### src/rtl/mdio_mgmt_master.sv
module mdio_mgmt_master #(
  parameter int PRE_BITS = 32,
  parameter int CNT_W    = 6
) (
  input  logic        clk,
  input  logic        rst_n,
  input  logic        reg_wr,
  input  logic        reg_sel,
  input  logic [15:0] reg_wdata,
  output logic [15:0] reg_rdata,
  output logic        mdc,
  output logic        mdio_o,
  output logic        mdio_oe,
  input  logic        mdio_i
);
  localparam int FRAME    = PRE_BITS + 32;
  localparam int BIT_W    = $clog2(FRAME + 1);
  localparam int TA_POS   = PRE_BITS + 14;
  localparam int DATA_POS = PRE_BITS + 16;

  logic [15:0]      cmd_q, data_q, rx_q;
  logic             active, mdc_q;
  logic [CNT_W-1:0] cnt_q;
  logic [BIT_W-1:0] bit_q;

  function automatic logic [CNT_W-1:0] half_of(input logic [3:0] code);
    case (code)
      4'd0:    half_of = CNT_W'(8);
      4'd1:    half_of = CNT_W'(13);
      4'd2:    half_of = CNT_W'(21);
      4'd3:    half_of = CNT_W'(31);
      4'd4:    half_of = CNT_W'(51);
      default: half_of = CNT_W'(62);
    endcase
  endfunction

  wire              is_wr    = cmd_q[1];
  wire              is_frame = cmd_q[0];
  wire [CNT_W-1:0]  half     = half_of(cmd_q[5:2]);
  wire [BIT_W-1:0]  last_bit = is_frame ? BIT_W'(FRAME - 1) : '0;
  wire [FRAME-1:0]  frame_w  = {{PRE_BITS{1'b1}}, 2'b01,
                                (is_wr ? 2'b01 : 2'b10),
                                cmd_q[15:11], cmd_q[10:6],
                                (is_wr ? 2'b10 : 2'b11),
                                (is_wr ? data_q : 16'hFFFF)};
  wire [BIT_W-1:0]  out_idx  = BIT_W'(FRAME - 1) - bit_q;

  assign reg_rdata = reg_sel ? data_q : {cmd_q[15:1], active};
  assign mdc       = mdc_q;
  assign mdio_o    = active ? frame_w[out_idx] : 1'b1;
  assign mdio_oe   = active && is_frame && (is_wr || (bit_q < BIT_W'(TA_POS)));

  always_ff @(posedge clk or negedge rst_n) begin
    if (!rst_n) begin
      cmd_q  <= '0;
      data_q <= '0;
      rx_q   <= '0;
      active <= 1'b0;
      mdc_q  <= 1'b0;
      cnt_q  <= '0;
      bit_q  <= '0;
    end else if (!active) begin
      if (reg_wr && !reg_sel) begin
        cmd_q  <= reg_wdata;
        active <= 1'b1;
        bit_q  <= '0;
        cnt_q  <= '0;
      end
      if (reg_wr && reg_sel)
        data_q <= reg_wdata;
    end else if (cnt_q == half - 1'b1) begin
      cnt_q <= '0;
      mdc_q <= ~mdc_q;
      if (mdc_q) begin
        if (bit_q == last_bit) begin
          active <= 1'b0;
          if (is_frame && !is_wr)
            data_q <= rx_q;
        end else begin
          bit_q <= bit_q + 1'b1;
        end
      end else if (is_frame && !is_wr && bit_q >= BIT_W'(DATA_POS)) begin
        rx_q <= {rx_q[14:0], mdio_i};
      end
    end else begin
      cnt_q <= cnt_q + 1'b1;
    end
  end
endmodule

### config.mk
export PLATFORM = sky130hd
export DESIGN_NAME = mdio_mgmt_master
export DESIGN_NICKNAME = d
export VERILOG_FILES = /design/src/rtl/mdio_mgmt_master.sv
export SDC_FILE = /design/constraint.sdc
export NUM_CORES = 1
export LEC_CHECK = 0
export ABC_AREA = 1
export BUFFER_PORTS_ARGS = -buffer_cell sky130_fd_sc_hd__buf_2
export CORE_AREA = 2 2 89 100
export DETAILED_ROUTE_END_ITERATION = 10
export DIE_AREA = 0 0 91 102
export PLACE_DENSITY = 0.7
export SYNTH_ARGS = -nofsm -noshare
export SYNTH_HDL_FRONTEND = slang
export SYNTH_SLANG_ARGS = --single-unit
### constraint.sdc
create_clock -name clk -period 5.1 [get_ports clk]
set_input_delay 0.765 -clock clk [delete_from_list [all_inputs] [get_ports clk]]
set_output_delay 0.765 -clock clk [all_outputs]
set_load 0.02 [all_outputs]
==> results.yml <==
clock_tree:
  cts.repair.resized: 0
  numClockSinks: 63
  htreeDepth: 3
  path_clk_slew_ns: 0.07
  clockBufferDepth: 2
  post_cts_buffers: 0
  clockRootBuffer: "clkbuf_8"
  hold_buffers: 0
  cts_buffers: 9
  clk_latency_ns: 0.35
  cts_tree: "built"
floorplan:
  die_w_um: 91
  start_util: 0.440
  die_area_um2: 9280
  fp-row-count: 35
  die_y_um: 102
  num_io_pins: 40
  core_um2: 8230
pwr:
  powerDensity_nw_per_um2: 444
  p_leak_nw: 2.12
  peakVddDrop_v: 0.000149
setup_path:
  slowest_stage: "dfrtp_1"
  crit_buf_inv: 2
  cp_common_cell: "nand2_1"
  path_cells: "clkinv_1 -> nand2_2 -> nor2_1 -> nor2_1 -> o211ai_1 -> nand3_1 -> nand3_1 -> nand2_1 -> nand2_1 -> nand2_1 -> buf_2"
  crit_required_ns: 4.34
  crit_start: "bit_q[0]"
  critPathTopFamily: "simple AND/OR/NAND/NOR gates"
  cp.depth: 11
  r2r-start: "cmd_q[3]"
  critPathKind: "flop to output port"
  cpPeakStageDelay_ns: 0.59
  critical_path.max_fanout: 13
  setup.worst_path.end_class: "output port"
  arrival_ns: 2.26
  cp-start-kind: "flop"
  r2r.worst_path.cells: 14
sta:
  rsz0062_at_grt: "no"
  fmax_ghz: 0.330
  fin_crit_sh: 0.593
  slew_headroom: 0.267
  setup_tns_ns: 0
  setup_viol: 0
  hold_viol_final: 0
  final_max_slew_viol_count: 0
  period_minus_slack_ns: 3.03
  worstMarginPinSlew_ns: 1.10
  clock_skew_ns: 0.0128
drt:
  vias_per_cell: 5.10
  drt_iter0_drc: 243
  dr.pass1.iters: 4
  ant_nets: 0
  wl_um: 8930
  drt-wirelength-per-cell_um: 13.9
  drc: 0
  num_vias: 3267
grt:
  grt_pass1_wl_um: 15200
  antenna_found_initial: 0
  grt_max_degree: 64
  grt_pass1_vias: 3198
  grt_overflow: 0
  track_usage: 0.205
layout:
  antennaDiodeCount: 0
  utilization: 0.494
  final_common_cell: "nand2_1"
  mostFrequentLayoutCells: "193 x nand2_1, 63 x dfrtp_1, 58 x nand3_1, 39 x buf_2, 33 x inv_1"
  final_cells: 640
  area_growth_pct: 12.3
  drive_above_1_share: 0.159
  n_fill_cell: 879
  final_nets: 549
yosys:
  syn_nets: 520
  synthCells: 495
  ys_seq_elements: 63
  yosysWarnings: 0
  avgSynthCellArea_um2: 7.32
  synth-seq-area-share: 0.435
  syn_area_um2: 3620
  ys_types: 32
  ys_async_sr_fraction: 1.00
  synth_flop_cell: "dfrtp_1"
  synth_edf_count: 0
run_status:
  status: "finished clean"
worst_hold_path:
  hold_start: "rx_q[15]"
  hold_class: "flop to flop"
  hold_path_depth: 2
placement:
  dp.cells: 624
  port_buffers: 39
  gp_congestion: 0.891
  hpwl_um: 6410
run:
  cap_viol_max_count: 0
per-layer routing:
| layer | vias up | part of all wire | GRT usage |
|---|---|---|---|
| li1 | 1662 | - | - |
| met1 | 1546 | 0.46 | 0.266 |
| met2 | 53 | 0.50 | 0.364 |
| met3 | 6 | 0.032 | 0.0324 |
| met4 | 0 | 0.0096 | 0.0490 |
| met5 | - | 0 | 0 |
logic make-up after synthesis:
logic type | count (synthesis) | share of synthesized area
AND/OR/NAND/NOR | 290 | 0.343
buffers and inverters | 65 | 0.0808
adder cells (fa/ha/maj) | 4 | 0.0138
flip-flops | 63 | 0.435
AO/OA/AOI/OAI | 66 | 0.111
XOR/XNOR | 7 | 0.0169
synth_stat cells, types with 4 or more instances:
master / count / share of area
dfrtp_1: 63 / 0.44
nand2_2: 7 / 0.012
clkbuf_1: 9 / 0.0093
inv_2: 6 / 0.0062
inv_1: 33 / 0.034
nor2_1: 17 / 0.018
buf_2: 5 / 0.0069
o21ai_0: 23 / 0.032
o22ai_1: 20 / 0.035
nand3_1: 58 / 0.080
ha_1: 4 / 0.014
xor2_1: 5 / 0.012
a21oi_1: 6 / 0.0083
o221ai_1: 4 / 0.0097
buf_4: 5 / 0.010
nor2_2: 5 / 0.0086
o21ai_1: 8 / 0.011
nand2_1: 193 / 0.20
flip-flops by register name (all words and copies together) (netlist names):
register and flops:
cmd_q 16, rx_q 16, mdc 1, cnt_q 6, bit_q 7, data_q 16, active 1
cell type report:
type / count / area [um2] / area share
timing repair buffer: 41 / 210 / 0.0516
sequential: 63 / 1580 / 0.387
clock inverter: 5 / 80.1 / 0.0197
inverter: 42 / 159 / 0.0390
clock buffer: 11 / 151 / 0.0372
multi-input combinational: 367 / 1750 / 0.431
tap: 111 / 139 / 0.0341
stage by stage:
| step | power [mW] | setup WS, ns | hold slack (ns) | cell area (um2) |
|---|---|---|---|---|
| floorplan | 1.15 | 2.74 | 0.442 | 3620 |
| global placement | 1.29 | 2.50 | 0.462 | 3840 |
| detailed placement | 1.31 | 2.44 | 0.472 | 3840 |
| CTS | 1.81 | 2.07 | 0.489 | 4070 |
| global route | 1.94 | 1.85 | 0.514 | 4070 |
| finish | 1.81 | 2.07 | 0.483 | 4070 |
path summary, 6_finish.rpt:
kind	slack (ns)	end
max reg2reg	2.50	data_q[11]
max in group asynchronous	3.99	cmd_q[13]
max	2.07	mdio_o
min	0.48	rx_q[15]
min in group asynchronous	0.59	rx_q[4]
min reg2reg	0.48	rx_q[15]
where the power goes:
group	leakage [nW]	internal [mW]	switching [mW]	total (mW)
combinational	1.19	0.215	0.395	0.610
sequential	0.815	0.597	0.0962	0.694
clock	0.112	0.301	0.202	0.503
worst min-delay path, stage by stage (launching register included):
cell and delay (ns):
dfrtp_1 0.35, nand2_1 0.06, nand2_1 0.05
No activity file was read; power rests on OpenSTA's default activity.
